===== src/rtl/intsave_pkg.sv =====
// Package: shared widths, source-class encoding and fixed IPL values for the
// interrupt entry save sequencer. Assumes flag width is a multiple of 8.
package intsave_pkg;

    localparam int FLG_W  = 16;
    localparam int PC_W   = 24;
    localparam int ADDR_W = 24;
    localparam int IPL_W  = 3;

    // Source class of an acknowledged interrupt
    typedef enum logic [1:0] {
        SRC_LEVEL = 2'b00,
        SRC_WDNMI = 2'b01,
        SRC_RESET = 2'b10,
        SRC_OTHER = 2'b11
    } src_e;

    localparam logic [IPL_W-1:0] IPL_FORCE_HI = IPL_W'(7);
    localparam logic [IPL_W-1:0] IPL_FORCE_LO = IPL_W'(0);

endpackage


===== src/rtl/intsave_ipl_rule.sv =====
// Module: intsave_ipl_rule
// Computes the IPL value to load when an acknowledge is accepted. Purely
// combinational so that the IPL update lands in the accepting cycle.
// Assumes 'take' is already qualified by the idle state of the sequencer.
module intsave_ipl_rule
    import intsave_pkg::*;
#(
    parameter int LW = IPL_W
) (
    input  logic          take,
    input  logic [1:0]    src,
    input  logic [LW-1:0] lvl,
    input  logic [LW-1:0] cur,
    output logic [LW-1:0] nxt,
    output logic          wr
);

    // Choose the new level by source class; classes without a level keep it
    always_comb begin
        nxt = cur;
        wr  = 1'b0;
        if (take) begin
            unique case (src_e'(src))
                SRC_LEVEL: begin nxt = lvl;                wr = 1'b1; end
                SRC_WDNMI: begin nxt = LW'(IPL_FORCE_HI);  wr = 1'b1; end
                SRC_RESET: begin nxt = LW'(IPL_FORCE_LO);  wr = 1'b1; end
                default:   begin nxt = cur;                wr = 1'b0; end
            endcase
        end
    end

endmodule


===== src/rtl/intsave_push_ctrl.sv =====
// Module: intsave_push_ctrl
// Writes a captured context frame to a downward stack, one byte per cycle,
// most significant byte first at the highest address. Then reports the new
// stack pointer. Assumes 'start' is only raised while 'busy' is low.
module intsave_push_ctrl #(
    parameter int AW  = 24,
    parameter int FW  = 48,
    localparam int NB = FW / 8,
    localparam int SW = (NB > 1) ? $clog2(NB) : 1
) (
    input  logic          clk,
    input  logic          rst_n,
    input  logic          start,
    input  logic [AW-1:0] sp_in,
    input  logic [FW-1:0] frame_in,
    output logic          busy,
    output logic          we,
    output logic [AW-1:0] addr,
    output logic [7:0]    wdata,
    output logic          last,
    output logic [AW-1:0] sp_new
);

    logic [SW-1:0] step;
    logic [AW-1:0] sp_lat;
    logic [FW-1:0] frame_lat;

    // Sequence state: capture on start, advance one byte per cycle
    always_ff @(posedge clk) begin
        if (!rst_n) begin
            busy      <= 1'b0;
            step      <= '0;
            sp_lat    <= '0;
            frame_lat <= '0;
        end else if (start) begin
            busy      <= 1'b1;
            step      <= '0;
            sp_lat    <= sp_in;
            frame_lat <= frame_in;
        end else if (busy) begin
            frame_lat <= frame_lat << 8;
            if (last) begin
                busy <= 1'b0;
                step <= '0;
            end else begin
                step <= step + SW'(1);
            end
        end
    end

    // New stack pointer, registered on the last byte
    always_ff @(posedge clk) begin
        if (!rst_n) begin
            sp_new <= '0;
        end else if (last) begin
            sp_new <= sp_lat - AW'(NB);
        end
    end

    // Byte port: address counts down from sp-1, data is the frame's top byte
    always_comb begin
        we    = busy;
        addr  = sp_lat - AW'(1) - AW'(step);
        wdata = frame_lat[FW-1 -: 8];
        last  = busy && (step == SW'(NB - 1));
    end

endmodule


===== src/rtl/intsave_fast_regs.sv =====
// Module: intsave_fast_regs
// Holds the flag and PC save registers used by the high-speed sequence.
// Both load together on a fast acceptance and clear on reset.
module intsave_fast_regs #(
    parameter int FLW = 16,
    parameter int PCW = 24
) (
    input  logic           clk,
    input  logic           rst_n,
    input  logic           load,
    input  logic [FLW-1:0] flg_in,
    input  logic [PCW-1:0] pc_in,
    output logic [FLW-1:0] svf,
    output logic [PCW-1:0] svp
);

    // Save registers: load flag and PC on a fast acceptance
    always_ff @(posedge clk) begin
        if (!rst_n) begin
            svf <= '0;
            svp <= '0;
        end else if (load) begin
            svf <= flg_in;
            svp <= pc_in;
        end
    end

endmodule


===== src/rtl/intsave_seq.sv =====
// Module: intsave_seq (top)
// Interrupt entry save sequencer: accepts an acknowledge when idle, updates
// the IPL in the accepting cycle, then either pushes flags and the
// zero-extended PC to the stack or copies them into save registers.
// Assumes the core stalls its own stack use while 'busy' is high.
module intsave_seq
    import intsave_pkg::*;
#(
    parameter int FLW = FLG_W,
    parameter int PCW = PC_W,
    parameter int AW  = ADDR_W,
    parameter int LW  = IPL_W,
    localparam int PCX_W = ((PCW + 15) / 16) * 16,
    localparam int FR_W  = FLW + PCX_W
) (
    input  logic           clk,
    input  logic           rst_n,
    input  logic           ack_valid,
    output logic           ack_ready,
    input  logic [1:0]     ack_src,
    input  logic [LW-1:0]  ack_lvl,
    input  logic           ack_fast,
    input  logic [LW-1:0]  ipl_in,
    output logic [LW-1:0]  ipl_nxt,
    output logic           ipl_wr,
    input  logic [AW-1:0]  sp_in,
    input  logic [FLW-1:0] flg_in,
    input  logic [PCW-1:0] pc_in,
    output logic           mem_we,
    output logic [AW-1:0]  mem_addr,
    output logic [7:0]     mem_wdata,
    output logic [AW-1:0]  sp_out,
    output logic           sp_wr,
    output logic [FLW-1:0] svf,
    output logic [PCW-1:0] svp,
    output logic           busy,
    output logic           done
);

    logic            take;
    logic            take_push;
    logic            take_fast;
    logic            push_last;
    logic [FR_W-1:0] frame;

    // Acceptance: only while no push is running
    always_comb begin
        ack_ready = !busy;
        take      = ack_valid && ack_ready;
        take_push = take && !ack_fast;
        take_fast = take && ack_fast;
    end

    // Frame: flag word on top, then the PC widened with zero upper bits
    generate
        if (PCX_W > PCW) begin : g_pc_pad
            always_comb frame = {flg_in, {(PCX_W - PCW){1'b0}}, pc_in};
        end else begin : g_pc_nopad
            always_comb frame = {flg_in, pc_in};
        end
    endgenerate

    intsave_ipl_rule #(.LW(LW)) u_ipl (
        .take (take),
        .src  (ack_src),
        .lvl  (ack_lvl),
        .cur  (ipl_in),
        .nxt  (ipl_nxt),
        .wr   (ipl_wr)
    );

    intsave_push_ctrl #(.AW(AW), .FW(FR_W)) u_push (
        .clk      (clk),
        .rst_n    (rst_n),
        .start    (take_push),
        .sp_in    (sp_in),
        .frame_in (frame),
        .busy     (busy),
        .we       (mem_we),
        .addr     (mem_addr),
        .wdata    (mem_wdata),
        .last     (push_last),
        .sp_new   (sp_out)
    );

    intsave_fast_regs #(.FLW(FLW), .PCW(PCW)) u_fast (
        .clk    (clk),
        .rst_n  (rst_n),
        .load   (take_fast),
        .flg_in (flg_in),
        .pc_in  (pc_in),
        .svf    (svf),
        .svp    (svp)
    );

    // End-of-sequence pulses: done for both modes, sp_wr after a push only
    always_ff @(posedge clk) begin
        if (!rst_n) begin
            done  <= 1'b0;
            sp_wr <= 1'b0;
        end else begin
            done  <= push_last || take_fast;
            sp_wr <= push_last;
        end
    end

endmodule


===== config.mk =====
export PLATFORM = sky130hd
export DESIGN_NAME = intsave_seq
export DESIGN_NICKNAME = d
export VERILOG_FILES = /design/src/rtl/intsave_pkg.sv /design/src/rtl/intsave_ipl_rule.sv /design/src/rtl/intsave_push_ctrl.sv /design/src/rtl/intsave_fast_regs.sv /design/src/rtl/intsave_seq.sv
export SDC_FILE = /design/constraint.sdc
export NUM_CORES = 1
export LEC_CHECK = 0
export BUFFER_PORTS_ARGS = -buffer_cell sky130_fd_sc_hd__buf_2
export CAP_MARGIN = 20
export CELL_PAD_IN_SITES_DETAIL_PLACEMENT = 0
export CELL_PAD_IN_SITES_GLOBAL_PLACEMENT = 1
export CORE_UTILIZATION = 40
export CTS_CLUSTER_SIZE = 14
export DETAILED_ROUTE_END_ITERATION = 10
export PLACE_DENSITY_LB_ADDON = 0.1
export SLEW_MARGIN = 20
export SYNTH_ARGS = -nofsm -noshare
export SYNTH_HDL_FRONTEND = slang
export SYNTH_SLANG_ARGS = --single-unit
export TNS_END_PERCENT = 5

===== constraint.sdc =====
create_clock -name clk -period 6.4 [get_ports clk]
set_input_delay 0.96 -clock clk [delete_from_list [all_inputs] [get_ports clk]]
set_output_delay 0.96 -clock clk [all_outputs]
set_load 0.005 [all_outputs]

# Word level (Yosys, flattened, before mapping)
# Cells that the tools add are included.
[totals]
reg_bits = 142
latch_bits = 0
mem_bits_rw = 0
romBits = 0
in_bits = 76
out_inout_bits = 105
wordCells = 39
n_memories = 0
[classes]
addsub = 4
mul = 0
div_mod_pow = 0
n_lt_le_gt_ge = 0
eq_ne = 3
shift = 0
muxes = 10
n_bitwise = 1
n_reduce_logical = 11
[op_table]
columns = ["op", "count"]
rows = [
  ["$mux W48", 2],
  ["$sub A24 B1 Y24 const B", 1],
  ["$sub A24 B3 Y24", 1],
  ["$sub A24 B3 Y24 const B", 1],
  ["$pmux W3 S3", 1],
  ["$mux W3", 2],
  ["$mux W1", 5],
  ["$logic_and A1 B1 Y1", 4],
  ["$add A3 B1 Y3 const B", 1],
  ["$eq A3 B3 Y1 const B", 1],
  ["$reduce_or A3 Y1", 1],
  ["$eq A2 B1 Y1 const B", 1],
  ["$eq A2 B2 Y1 const B", 1],
  ["$logic_not A1 Y1", 2],
  ["$logic_not A2 Y1", 1],
  ["$reduce_bool A2 Y1", 1],
  ["$reduce_or A2 Y1", 1],
  ["$logic_or A1 B1 Y1", 1],
  ["$not A1 Y1", 1],
]

# Depth between registers and ports, before layout
# Gate-level depths: netlist (run 1).
[logic_depth]
word_depth = 5
depth_mapped = 7
depth_no_buf = 7

# By module
# From an unflattened synthesis (run 1), not the netlist that was laid out.
[unflattened]
hier_cells = 729
hier_area_um2 = 6665.1
[modules_own_cells]
columns = ["module", "instances", "cells_per_inst", "area_per_inst_um2", "seq_area_each_um2"]
rows = [
  ["intsave_push_ctrl", 1, 582, 4959.8, 2001.9],
  ["intsave_fast_regs", 1, 129, 1557.7, 800.8],
  ["intsave_seq", 1, 9, 82.6, 40.0],
  ["intsave_ipl_rule", 1, 9, 65.1, 0.0],
]

# Least setup slack after synthesis (run 1)
# No wires, ideal clock.
[synth_timing]
path_type = "register to output"
start = "reg u_push.sp_lat[4]"
end = "out mem_addr[9]"
t_arrival_ns = 1.924
t_required_ns = 5.440
path_slack_ns = 3.516
stages_incl_launch_ff = 7
n_path_buf = 2
path_cell_list = "dfxtp_1 > buf_2 > or4_1 > a211o_1 > buf_2 > or3_1 > xnor2_1"
[synth_between]
elab_chain_cells = 2
[synth_lines]
columns = ["element", "line", "source"]
rows = [
  ["from (decl)", "intsave_push_ctrl.sv:25", "logic [AW-1:0] sp_lat;"],
  ["from (signal assigned)", "intsave_push_ctrl.sv:38", "sp_lat <= sp_in;"],
  ["$sub A24 B1 Y24", "intsave_push_ctrl.sv:63", "addr = sp_lat - AW'(1) - AW'(step);"],
  ["$sub A24 B3 Y24", "intsave_push_ctrl.sv:63", ""],
  ["to (decl)", "intsave_seq.sv:30", "output logic [AW-1:0] mem_addr,"],
]
# No other way between the ends.

# Worst setup path after layout (run 1)
[layout_timing]
start = "reg u_push.step[0]"
end = "out mem_addr[14]"
[layout_between]
elab_chain_cells = 1
[layout_lines]
columns = ["element", "line", "source"]
rows = [
  ["from (decl)", "intsave_push_ctrl.sv:24", "logic [SW-1:0] step;"],
  ["from (signal assigned)", "intsave_push_ctrl.sv:46", "step <= step + SW'(1);"],
  ["$sub A24 B3 Y24", "intsave_push_ctrl.sv:63", ""],
]
# No other way between the ends.

==> results of run 1 <==
## cell families after synthesis
| logic type | count (synthesis) | share of synthesized area |
|---|---|---|
| buffers and inverters | 74 | 0.0514 |
| AO/OA/AOI/OAI | 197 | 0.215 |
| adder cells (fa/ha/maj) | 7 | 0.0151 |
| flip-flops | 142 | 0.451 |
| XOR/XNOR | 38 | 0.0528 |
| multiplexers | 9 | 0.0145 |
| AND/OR/NAND/NOR | 281 | 0.200 |
## sequential cells by signal, indices dropped and copies added (netlist names)
register,flops
u_push.frame_lat,48
u_push.busy,1
done,1
u_push.sp_new,24
u_push.sp_lat,24
sp_wr,1
u_fast.svf,16
u_push.step,3
u_fast.svp,24
## where the power goes
group | total (mW) | switching, mW | internal, mW
registers | 0.946 | 0.0282 | 0.918
logic | 0.321 | 0.179 | 0.142
clock network | 1.16 | 0.371 | 0.784
total | 2.42 | 0.578 | 1.84
## area by class of cell
cell class | instances | area, um^2
multi-input cells | 532 | 3150
inverters | 4 | 15.0
fillers | 1520 | 7380
repair buffers | 186 | 956
flip-flops and latches | 142 | 2840
clock inverters | 9 | 203
well taps | 211 | 264
clock buffers | 23 | 498
## cells in the final DEF (no fill, tap or decap), types with 15 or more instances in the layout
cell                        Yosys  routed
sky130_fd_sc_hd__o21ai_0       25      25
sky130_fd_sc_hd__a21oi_1       27      27
sky130_fd_sc_hd__nand2_1      177     177
sky130_fd_sc_hd__xnor2_1       15      15
sky130_fd_sc_hd__xor2_1        23      23
sky130_fd_sc_hd__clkbuf_16      0      17
sky130_fd_sc_hd__a22oi_1       33      33
sky130_fd_sc_hd__a21boi_0     100     100
sky130_fd_sc_hd__buf_2          4     179
sky130_fd_sc_hd__nor3_1        16      16
sky130_fd_sc_hd__nor2_1        29      27
sky130_fd_sc_hd__dfxtp_1      142     141
## per-layer routing
| metal | track usage | vias to the layer above |
|---|---|---|
| met5 | 0 | - |
| met4 | 0.0875 | 0 |
| met3 | 0.0440 | 26 |
| met2 | 0.349 | 158 |
| met1 | 0.251 | 2529 |
| li1 | - | 2803 |
## critical path: stages, from the launching register on
cell and delay (ps):
sky130_fd_sc_hd__dfxtp_1 360, sky130_fd_sc_hd__inv_1 70, sky130_fd_sc_hd__ha_1 210, sky130_fd_sc_hd__fa_1 400, sky130_fd_sc_hd__a21oi_1 330, sky130_fd_sc_hd__nand4_1 350, sky130_fd_sc_hd__nor3_1 300, sky130_fd_sc_hd__xor2_1 180
sky130_fd_sc_hd__buf_2 140
## worst min path at each step
stage                                                  from                                 to  depth (start not counted)
after global placement           u_fast.svf[6]$_SDFFE_PN0P_         u_fast.svf[6]$_SDFFE_PN0P_                          2
after detailed placement         u_fast.svp[0]$_SDFFE_PN0P_         u_fast.svp[0]$_SDFFE_PN0P_                          2
final                            u_fast.svf[8]$_SDFFE_PN0P_         u_fast.svf[8]$_SDFFE_PN0P_                          2
after CTS                        u_fast.svp[0]$_SDFFE_PN0P_         u_fast.svp[0]$_SDFFE_PN0P_                          2
after floorplan           u_push.frame_lat[16]$_SDFFE_PN0P_  u_push.frame_lat[16]$_SDFFE_PN0P_                          2
after global routing             u_fast.svp[0]$_SDFFE_PN0P_         u_fast.svp[0]$_SDFFE_PN0P_                          2
## per-stage QoR
step / hold WS (ps) / area [um^2]
6_report: 463 / 7930
5_1_grt: 485 / 7930
4_1_cts: 466 / 7920
3_5_place_dp: 458 / 7220
3_3_place_gp: 450 / 7220
2_1_floorplan: 443 / 6300
==> results.txt, run 1 <==
----------------------------------------------------
[Run]
  Max-capacitance violation count ... 0

[Synthesis]
  Number of distinct standard cells referenced by the synthesized netlist ... 43
  Number of synthesized register bits ... around 140
  Post-Syn Nets ... a little over 800
  Seq/Total Area, Yosys ... 0.451
  Largest area contributor in the netlist ... sky130_fd_sc_hd__dfxtp_1
  Most frequently used cell type in the post-synthesis netlist ... sky130_fd_sc_hd__nand2_1
  Top cells by instance count after synthesis ... 177 x sky130_fd_sc_hd__nand2_1, 142 x sky130_fd_sc_hd__dfxtp_1, 100 x sky130_fd_sc_hd__a21boi_0, 50 x sky130_fd_sc_hd__clkbuf_1, 33 x sky130_fd_sc_hd__a22oi_1
  Number of warning messages in the yosys log ... 0
  Mean cell area of the mapped netlist ... 8.43 um^2
  Area of the mapped netlist ... approximately 6300 um^2
  Number of enable flip-flop cells after synthesis ... 0
  Commonest register cell after synthesis ... sky130_fd_sc_hd__dfxtp_1
  Async S/R FF share, synth ... 0
  Top-area cell type share of the netlist area ... 0.451
  Count of mapped cells out of synthesis ... 748
  Dominant cells by area after synthesis ... sky130_fd_sc_hd__dfxtp_1 45%, sky130_fd_sc_hd__a21boi_0 12%, sky130_fd_sc_hd__nand2_1 11%

[Clocking]
  CTS Hold Buffers Added ... 0
  H-tree depth reported by CTS ... 4
  Clock buffers created by TritonCTS ... 17
  Clock sink count ... about 140
  Cells resized by post-CTS repair ... 0
  Maximum buffer depth of the clock tree ... 2
  CTS clk-pin slew, worst paths ... around 60 ps
  Clock insertion delay at the later pin of the skew report ... 420 ps
  TritonCTS clock tree ... built
  Master cell of the clock root buffer ... sky130_fd_sc_hd__clkbuf_16
  Postcts setup bufs ... 0

[Critical path]
  Startpoint of the worst-slack reg-to-reg timing path ... u_push.busy$_SDFF_PN0_
  WP data required ... roughly 5400 ps
  Type of element launching the critical path ... flop
  Worst EP arrival ... 2750 ps
  Classification of the worst setup path ... flop to primary output
  Flop-to-flop setup slack ... 4040 ps
  Last element of the critical path ... mem_addr[14]
  Destination of the worst register-to-register timing path ... u_push.step[2]$_SDFFE_PP0P_
  Crit path launch ... u_push.step[0]$_SDFFE_PP0P_
  Depth of the most critical reg-to-reg path ... 5
  Nature of the critical path endpoint ... primary output
  Critical path peak fanout ... 6

[Layout]
  Final core utilization ... 0.518
  Layout overhead on the synthesized area ... 25.8%
  Layout cells sized above 1 ... 0.258
  Number of diodes ... 0
  Final net count ... ~970
  Non-filler instance count after layout ... 1107

[Global routing]
  Via count of the first global-routing pass ... 5249
  Total global-route track usage ... 0.206
  Maximum number of pins on one net before global-route repair ... 133
  Initial antenna violation count ... 0
  Congestion Overflow GR ... 0
  First-pass GRT wire length ... 26300 um

[Die]
  Core Region ... 15300 um^2
  Boundary pin count ... 181
  Die width ... 128 um
  Number of placement rows ... 45
  Area of the die ... 16300 um^2
  Starting density of the core ... 0.412
  Die outline height ... 128 um

[Min path]
  Worst min-delay path class ... flop to flop

[Timing]
  Tcrit/Tclk final ... 0.579
  Slew margin rel. ... 0.448
  Aggregate negative setup slack ... 0 ps
  Hold Fails Final Rpt ... 0
  Clock period minus final worst setup slack ... 3710 ps
  Final worst-path setup slack ... 2690 ps
  Worst Clk Skew ... 5.52 ps
  Setup repair after global routing missed its margin ... no
  Count of final setup violators ... 0
  Highest Clock Rate ... between 200 and 300 MHz
  Transition time of the tightest slew-check pin ... 828 ps
  Max-slew violation count ... 0

[Power and ir drop]
  Cell Pwr Density ... 305 nW/um^2
  Total leakage power ... between 3 and 4 nW
  Total power consumption of the routed design ... 2.42 mW
  Peak supply drop ... around 200 uV

[Placement]
  Number of placed cells counting well taps ... 1074
  Count of buffers inserted at the top-level ports ... 180
  Gpl congestion ... 0.782
  Dpl hpwl ... between 10000 and 15000 um
  Placement-stage worst setup slack ... ~3100 ps

[Detailed routing]
  Met1 Wirelength ... between 7000 and 8000 um
  Via density ... 4.98
  Iteration count of the initial detailed-routing pass ... 4
  Met2 routed WL ... 7980 um
  DRC violation count after routing ... 0
  Initial DRC Count ... between 300 and 400
  Highest layer used for signal routing ... met4
  Routed Wire Length ... approximately 16000 um
  Average wire per standard cell ... 14.6 um
  Routed met3 length ... 735 um
  Post-route ant nets ... 0
  Via count ... ~5500

[Run status]
  Outcome ... finished clean

----------------------------------------------------
Power figures use the tool's default switching activity.
==> run 2, diff against run 1 <==
- ABC_AREA: unset -> 1
- CORE_UTILIZATION: 40 -> 37
- clock period: 6.4 -> 3.58 ns (I/O delays scaled with it)
==> results.txt, run 2 <==
----------------------------------------------------
[Run status]
  Outcome ... finished clean

[Critical path]
  Depth of the most critical reg-to-reg path ... 7 (+2)
  Top Family by Delay on Critical Path ... simple AND/OR/NAND/NOR gates
  Most frequent CP cell ... sky130_fd_sc_hd__nand2_1
  Type of element launching the critical path ... flop
  Classification of the worst setup path ... flop to primary output
  Crit-path cells ... inv_1 -> ha_1 -> fa_1 -> nand2_1 -> nand2_1 -> nor3_2 -> nand2_2 -> nor2_2 -> xor2_1 -> buf_2
  Flop-to-flop setup slack ... 1510 ps (-2530 ps)
  Number of buffers and inverters on the critical path ... 2 (unchanged)
  WP data required ... 3040 ps (-2400 ps)
  Startpoint of the worst-slack reg-to-reg timing path ... u_push.step[1]$_SDFFE_PP0P_
  Critical-path cell with the highest stage delay ... sky130_fd_sc_hd__fa_1
  Critical path peak fanout ... 4 (-2)
  Number of cells on the critical path ... 10 (+2)
  Critical Path Max Stage Delay ... 410 ps (about the same)
  Worst EP arrival ... 2570 ps (-180 ps)
  Nature of the critical path endpoint ... primary output
  Last element of the critical path ... mem_addr[18]
  Destination of the worst register-to-register timing path ... u_push.sp_new[16]$_SDFFE_PN0P_
  Crit path launch ... u_push.step[0]$_SDFFE_PP0P_

[Synthesis]
  Most frequently used cell type in the post-synthesis netlist ... sky130_fd_sc_hd__nand2_1
  Top cells by instance count after synthesis ... 147 x sky130_fd_sc_hd__nand2_1, 142 x sky130_fd_sc_hd__dfxtp_1, 111 x sky130_fd_sc_hd__a21oi_1, 87 x sky130_fd_sc_hd__inv_1, 71 x sky130_fd_sc_hd__o21ai_0
  Area of the mapped netlist ... 6340 um^2 (+0.58%)
  Commonest register cell after synthesis ... sky130_fd_sc_hd__dfxtp_1
  Count of mapped cells out of synthesis ... 827 (+11%)
  Number of enable flip-flop cells after synthesis ... 0 (unchanged)
  Number of warning messages in the yosys log ... 0 (unchanged)
  Async S/R FF share, synth ... 0 (unchanged)
  Dominant cells by area after synthesis ... sky130_fd_sc_hd__dfxtp_1 45%, sky130_fd_sc_hd__a21oi_1 8.8%, sky130_fd_sc_hd__nand2_1 8.7%
  Top-area cell type share of the netlist area ... 0.448 (-0.00258)
  Largest area contributor in the netlist ... sky130_fd_sc_hd__dfxtp_1
  Number of distinct standard cells referenced by the synthesized netlist ... 36 (-16%)
  Seq/Total Area, Yosys ... 0.448 (-0.00258)
  Mean cell area of the mapped netlist ... 7.67 um^2 (-9.0%)
  Number of synthesized register bits ... 142 (unchanged)
  Post-Syn Nets ... 910 (+9.5%)

[Die]
  Core Region ... 16600 um^2 (+8.7%)
  Area of the die ... 17700 um^2 (+8.6%)
  Die outline height ... 133 um (+4.2%)
  Boundary pin count ... 181 (unchanged)
  Die width ... 133 um (+4.2%)
  Starting density of the core ... 0.381 (-0.0307)
  Number of placement rows ... 47 (+4.4%)

[Clocking]
  CTS Hold Buffers Added ... 0 (unchanged)
  CTS clk-pin slew, worst paths ... 60 ps (about the same)
  Postcts setup bufs ... 0 (unchanged)
  Master cell of the clock root buffer ... sky130_fd_sc_hd__clkbuf_16
  Maximum buffer depth of the clock tree ... 2 (unchanged)
  Clock buffers created by TritonCTS ... 17 (unchanged)
  TritonCTS clock tree ... built
  Cells resized by post-CTS repair ... 0 (unchanged)
  H-tree depth reported by CTS ... 4 (unchanged)
  Clock sink count ... 142 (unchanged)
  Clock insertion delay at the later pin of the skew report ... 420 ps (about the same)

[Timing]
  Worst Clk Skew ... 11.4 ps (+5.89 ps)
  Clock period minus final worst setup slack ... about 3100 ps
  Count of final setup violators ... 0 (unchanged)
  Highest Clock Rate ... between 300 and 400 MHz
  Slew margin rel. ... 0.388 (-0.0602)
  Max-slew violation count ... 0 (unchanged)
  Tcrit/Tclk final ... 0.869
  Hold Fails Final Rpt ... 0 (unchanged)
  Setup repair after global routing missed its margin ... no
  Transition time of the tightest slew-check pin ... 916 ps (+88.2 ps)
  Final worst-path setup slack ... 470 ps (-2220 ps)
  Aggregate negative setup slack ... 0 ps (unchanged)

[Power and ir drop]
  Cell Pwr Density ... 512 nW/um^2 (+68%)
  Peak supply drop ... 340 uV (+68%)
  Total leakage power ... 3.48 nW (+2.6%)
  Total power consumption of the routed design ... 3.99 mW (+65%)

[Detailed routing]
  Post-route ant nets ... 0 (unchanged)
  Via count ... 5888 (+6.7%)
  Routed Wire Length ... 18100 um (+12%)
  Initial DRC Count ... 393 (+27%)
  Via density ... 4.86 (-2.4%)
  Average wire per standard cell ... 14.9 um (+2.1%)
  DRC violation count after routing ... 0 (unchanged)
  Iteration count of the initial detailed-routing pass ... 5 (+1)

[Layout]
  Most flop-heavy register ... u_push.frame_lat
  Max FFs per register ... 48 (unchanged)
  Layout cells sized above 1 ... 0.254 (-0.00428)
  Most used cells in the layout excluding fill and tap cells ... 180 x sky130_fd_sc_hd__buf_2, 147 x sky130_fd_sc_hd__nand2_1, 141 x sky130_fd_sc_hd__dfxtp_1
  Filler cell count in the final layout ... 1730 (+14%)
  Final net count ... 1060 (+9.7%)
  Most common cell after layout, fill and taps aside ... sky130_fd_sc_hd__buf_2
  Layout overhead on the synthesized area ... 23.0%

[Global routing]
  Maximum number of pins on one net before global-route repair ... 57 (-57%)
  Via count of the first global-routing pass ... 5330 (+1.5%)
  Total global-route track usage ... 0.206 (+0.000279)
  Congestion Overflow GR ... 0 (unchanged)
  First-pass GRT wire length ... 28600 um (+8.7%)
  Initial antenna violation count ... 1 (+1)

[Min path]
  Worst min-delay path class ... input pin to flop

[Run]
  Max-capacitance violation count ... 0 (unchanged)

[Placement]
  Count of buffers inserted at the top-level ports ... 180 (unchanged)
  Gpl congestion ... 0.824 (+5.3%)
  Dpl hpwl ... 12800 um (+17%)
  Placement-stage worst setup slack ... 947 ps (-2160 ps)

----------------------------------------------------
[run 2: cell count changes in the layout (fill, tap and decap cells not counted), sizes merged, moves of 10 or more]
cell    previous run  this run
o21a               0        10
nor2              29        58
nand2            177       152
inv                4        97
xnor2             15         0
nor3              16         3
a21oi             27       111
nor3b             10         0
o21ai             25        86
nand3              6        31
a21boi           100         0
[run 2: how the worst min path moves through the flow]
stage                                     startpoint                                to  cells after the start
detailed placement       u_fast.svf[14]$_SDFFE_PN0P_       u_fast.svf[14]$_SDFFE_PN0P_                      2
global placement         u_fast.svp[10]$_SDFFE_PN0P_       u_fast.svp[10]$_SDFFE_PN0P_                      2
floorplan           u_push.frame_lat[4]$_SDFFE_PN0P_  u_push.frame_lat[4]$_SDFFE_PN0P_                      2
CTS                                         sp_in[8]     u_push.sp_lat[8]$_SDFFE_PN0P_                      3
global route                                sp_in[8]     u_push.sp_lat[8]$_SDFFE_PN0P_                      3
finish                                      sp_in[8]     u_push.sp_lat[8]$_SDFFE_PN0P_                      3
[run 2: area by class of cell]
class	instances	area [um^2]	share of cell area
clock inverters	12	87.6	0.0112
flip-flops and latches	142	2840	0.365
repair buffers	185	938	0.120
inverters	95	367	0.0470
clock buffers	20	457	0.0586
well taps	220	275	0.0353
diodes	1	2.50	0.000321
multi-input cells	536	2820	0.362
[run 2: metal layers]
metal | track usage | vias to the layer above | wire length [um]
li1 | - | 3027 | -
met1 | 0.310 | 2647 | 9520
met2 | 0.278 | 196 | 7080
met3 | 0.0556 | 18 | 1260
met4 | 0.0664 | 0 | 202
met5 | 0 | - | 0
[run 2: report_power, final]
group | leakage [nW] | total (mW) | internal [mW] | switching (mW)
clock | 0.260 | 1.63 | 0.925 | 0.703
combinational | 2.05 | 0.649 | 0.237 | 0.412
sequential | 1.16 | 1.72 | 1.66 | 0.0585
[run 2: through the flow]
| step | hold slack, ps | util | instance area, um^2 | std cells |
|---|---|---|---|---|
| floorplan | 440 | - | 6340 | 827 |
| global placement | 429 | 0.436 | 7250 | 1178 |
| detailed placement | 432 | 0.436 | 7250 | 1178 |
| CTS | 331 | 0.468 | 7790 | 1210 |
| global route | 357 | 0.468 | 7790 | 1210 |
| finish | 345 | 0.468 | 7790 | 1211 |
[run 2: cell families after synthesis]
| kind of cell | share of synthesized area |
|---|---|
| compound gates | 0.218 |
| xor+xnor | 0.0345 |
| fa+ha+maj | 0.0150 |
| buf+inv | 0.107 |
| flops | 0.448 |
| simple gates | 0.177 |
[run 2: worst min-delay path, stage by stage]
cell and delay, ps:
sky130_fd_sc_hd__buf_2 70, sky130_fd_sc_hd__nor2_1 30, sky130_fd_sc_hd__nor2_1 80
==> run 3, diff against run 2 <==
- CORE_UTILIZATION: 37 -> 38
- CTS_BUF_LIST: unset -> sky130_fd_sc_hd__clkbuf_4 sky130_fd_sc_hd__clkbuf_8
==> results.txt, run 3 (synthesis results as in run 2) <==
----------------------------------------------------
[Critical path]
  Critical Path Max Stage Delay ... 400 ps (about the same)
  Classification of the worst setup path ... flop to primary output
  Most frequent CP cell ... sky130_fd_sc_hd__nand2_1
  Critical-path cell with the highest stage delay ... sky130_fd_sc_hd__fa_1
  Crit path launch ... u_push.step[0]$_SDFFE_PP0P_
  Crit-path cells ... inv_1 -> ha_1 -> fa_1 -> nand2_1 -> nand2_1 -> nor3_2 -> nand2_2 -> nor2_2 -> xor2_1 -> buf_2
  Nature of the critical path endpoint ... primary output
  Top Family by Delay on Critical Path ... simple AND/OR/NAND/NOR gates
  Number of buffers and inverters on the critical path ... 2 (unchanged)
  Startpoint of the worst-slack reg-to-reg timing path ... u_push.busy$_SDFF_PN0_
  Critical path peak fanout ... 4 (unchanged)
  WP data required ... 3040 ps (about the same)
  Worst EP arrival ... 2510 ps (-60 ps)
  Type of element launching the critical path ... flop

[Run]
  Max-capacitance violation count ... 0 (unchanged)

[Layout]
  Layout overhead on the synthesized area ... 20.5%
  Most flop-heavy register ... u_push.frame_lat
  Max FFs per register ... 48 (unchanged)
  Final core utilization ... 0.476 (+0.00754)
  Most common cell after layout, fill and taps aside ... sky130_fd_sc_hd__buf_2
  Most used cells in the layout excluding fill and tap cells ... 180 x sky130_fd_sc_hd__buf_2, 147 x sky130_fd_sc_hd__nand2_1, 141 x sky130_fd_sc_hd__dfxtp_1
  Layout cells sized above 1 ... 0.256 (+0.00251)
  Non-filler instance count after layout ... 1208 (-0.25%)
  Final net count ... 1062 (+0.19%)
  Number of diodes ... 0 (-1)

[Timing]
  Highest Clock Rate ... 328 MHz (+2.0%)
  Slew margin rel. ... 0.374 (-0.0139)
  Final worst-path setup slack ... 531 ps (+60.4 ps)
  Aggregate negative setup slack ... 0 ps (unchanged)
  Setup repair after global routing missed its margin ... no
  Count of final setup violators ... 0 (unchanged)
  Hold Fails Final Rpt ... 0 (unchanged)
  Tcrit/Tclk final ... 0.852 (-0.0169)
  Transition time of the tightest slew-check pin ... 937 ps (+20.8 ps)
  Worst Clk Skew ... 10.1 ps (-1.33 ps)
  Max-slew violation count ... 0 (unchanged)
  Clock period minus final worst setup slack ... 3050 ps (-60.4 ps)

[Global routing]
  Maximum number of pins on one net before global-route repair ... 55 (-3.5%)
  Via count of the first global-routing pass ... 5361 (+0.58%)
  Met3 usage in global routing ... 0.0664 (+0.0108)
  Global Route met2 Usage ... 0.282 (+0.00443)
  Initial antenna violation count ... 0 (-1)
  Layer with the highest usage ... met1
  Congestion Overflow GR ... 0 (unchanged)
  Met1 Resource Use GR ... 0.325 (+0.0149)
  First-pass GRT wire length ... 29100 um (+2.0%)
  Total global-route track usage ... 0.214 (+0.00819)

[Clocking]
  Cells resized by post-CTS repair ... 0 (unchanged)
  Maximum buffer depth of the clock tree ... 2 (unchanged)
  CTS clk-pin slew, worst paths ... 80 ps (+20 ps)
  H-tree depth reported by CTS ... 4 (unchanged)
  TritonCTS clock tree ... built
  Clock buffers created by TritonCTS ... 17 (unchanged)
  Clock sink count ... 142 (unchanged)
  Postcts setup bufs ... 0 (unchanged)
  CTS Hold Buffers Added ... 0 (unchanged)
  Master cell of the clock root buffer ... sky130_fd_sc_hd__clkbuf_8
  Clock insertion delay at the later pin of the skew report ... 450 ps (+30 ps)

[Detailed routing]
  Routed Wire Length ... 18100 um (about the same)
  Via density ... 4.88 (+0.44%)
  DRC violation count after routing ... 0 (unchanged)
  Iteration count of the initial detailed-routing pass ... 5 (unchanged)
  Post-route ant nets ... 0 (unchanged)
  Initial DRC Count ... 379 (-3.6%)
  Average wire per standard cell ... 15.0 um (+0.30%)
  Via count ... 5899 (+0.19%)

[Die]
  Core Region ... 16100 um^2 (-3.5%)
  Boundary pin count ... 181 (unchanged)
  Die outline height ... 131 um (-1.3%)
  Starting density of the core ... 0.395 (+0.0139)
  Die width ... 131 um (-1.3%)
  Number of placement rows ... 46 (-2.1%)
  Area of the die ... 17200 um^2 (-2.6%)

[Min path]
  Startpoint of the tightest hold check path ... sp_in[6]
  Worst min-delay path class ... input pin to flop

[Placement]
  Count of buffers inserted at the top-level ports ... 180 (unchanged)
  Number of placed cells counting well taps ... 1175 (-0.25%)
  Gpl congestion ... 0.886 (+7.6%)
  Placement-stage worst setup slack ... 998 ps (+50.4 ps)
  Dpl hpwl ... 12900 um (+0.85%)

[Run status]
  Outcome ... finished clean

[Power and ir drop]
  Cell Pwr Density ... 470 nW/um^2 (-8.2%)
  Total leakage power ... 3.42 nW (-1.6%)
  Peak supply drop ... 201 uV (-41%)

----------------------------------------------------
-- run 3: layer usage --
metal	part of all wire	wire, um
met2	0.39	7110
met4	0.010	189
met1	0.52	9470
met3	0.072	1300
met5	0	0
-- run 3: area by class of cell --
cell class              count  area (um^2)
repair buffers            187          966
clock buffers              20          256
inverters                  95          367
well taps                 216          270
flip-flops and latches    142         2840
multi-input cells         536         2820
clock inverters            12          115
fillers                  1700         8420
-- run 3: per-stage QoR --
| stage | power [mW] | hold slack [ps] | cell area (um^2) |
|---|---|---|---|
| floorplan | 2.15 | 440 | 6340 |
| global placement | 2.40 | 428 | 7250 |
| detailed placement | 2.40 | 433 | 7250 |
| CTS | 3.63 | 287 | 7620 |
| global route | 3.80 | 292 | 7640 |
| finish | 3.59 | 318 | 7640 |
-- run 3: tightest hold or removal path, stage by stage --
cell,delay (ps)
sky130_fd_sc_hd__buf_2,70
sky130_fd_sc_hd__nor2_1,40
sky130_fd_sc_hd__nor2_1,80
-- run 3: power breakdown --
| group | total [mW] | internal (mW) | switching, mW |
|---|---|---|---|
| clock | 1.23 | 0.578 | 0.653 |
| combinational | 0.650 | 0.240 | 0.409 |
| sequential | 1.71 | 1.66 | 0.0581 |
| total | 3.59 | 2.47 | 1.12 |
-- run 3: final timing paths --
path | to | slack (ps) | cells past startpoint
max | mem_addr[18] | 530 | 10
min | u_push.sp_lat[6]$_SDFFE_PN0P_ | 320 | 3
max reg2reg | u_push.sp_new[22]$_SDFFE_PN0P_ | 1370 | 6
min reg2reg | u_fast.svp[0]$_SDFFE_PN0P_ | 440 | 2
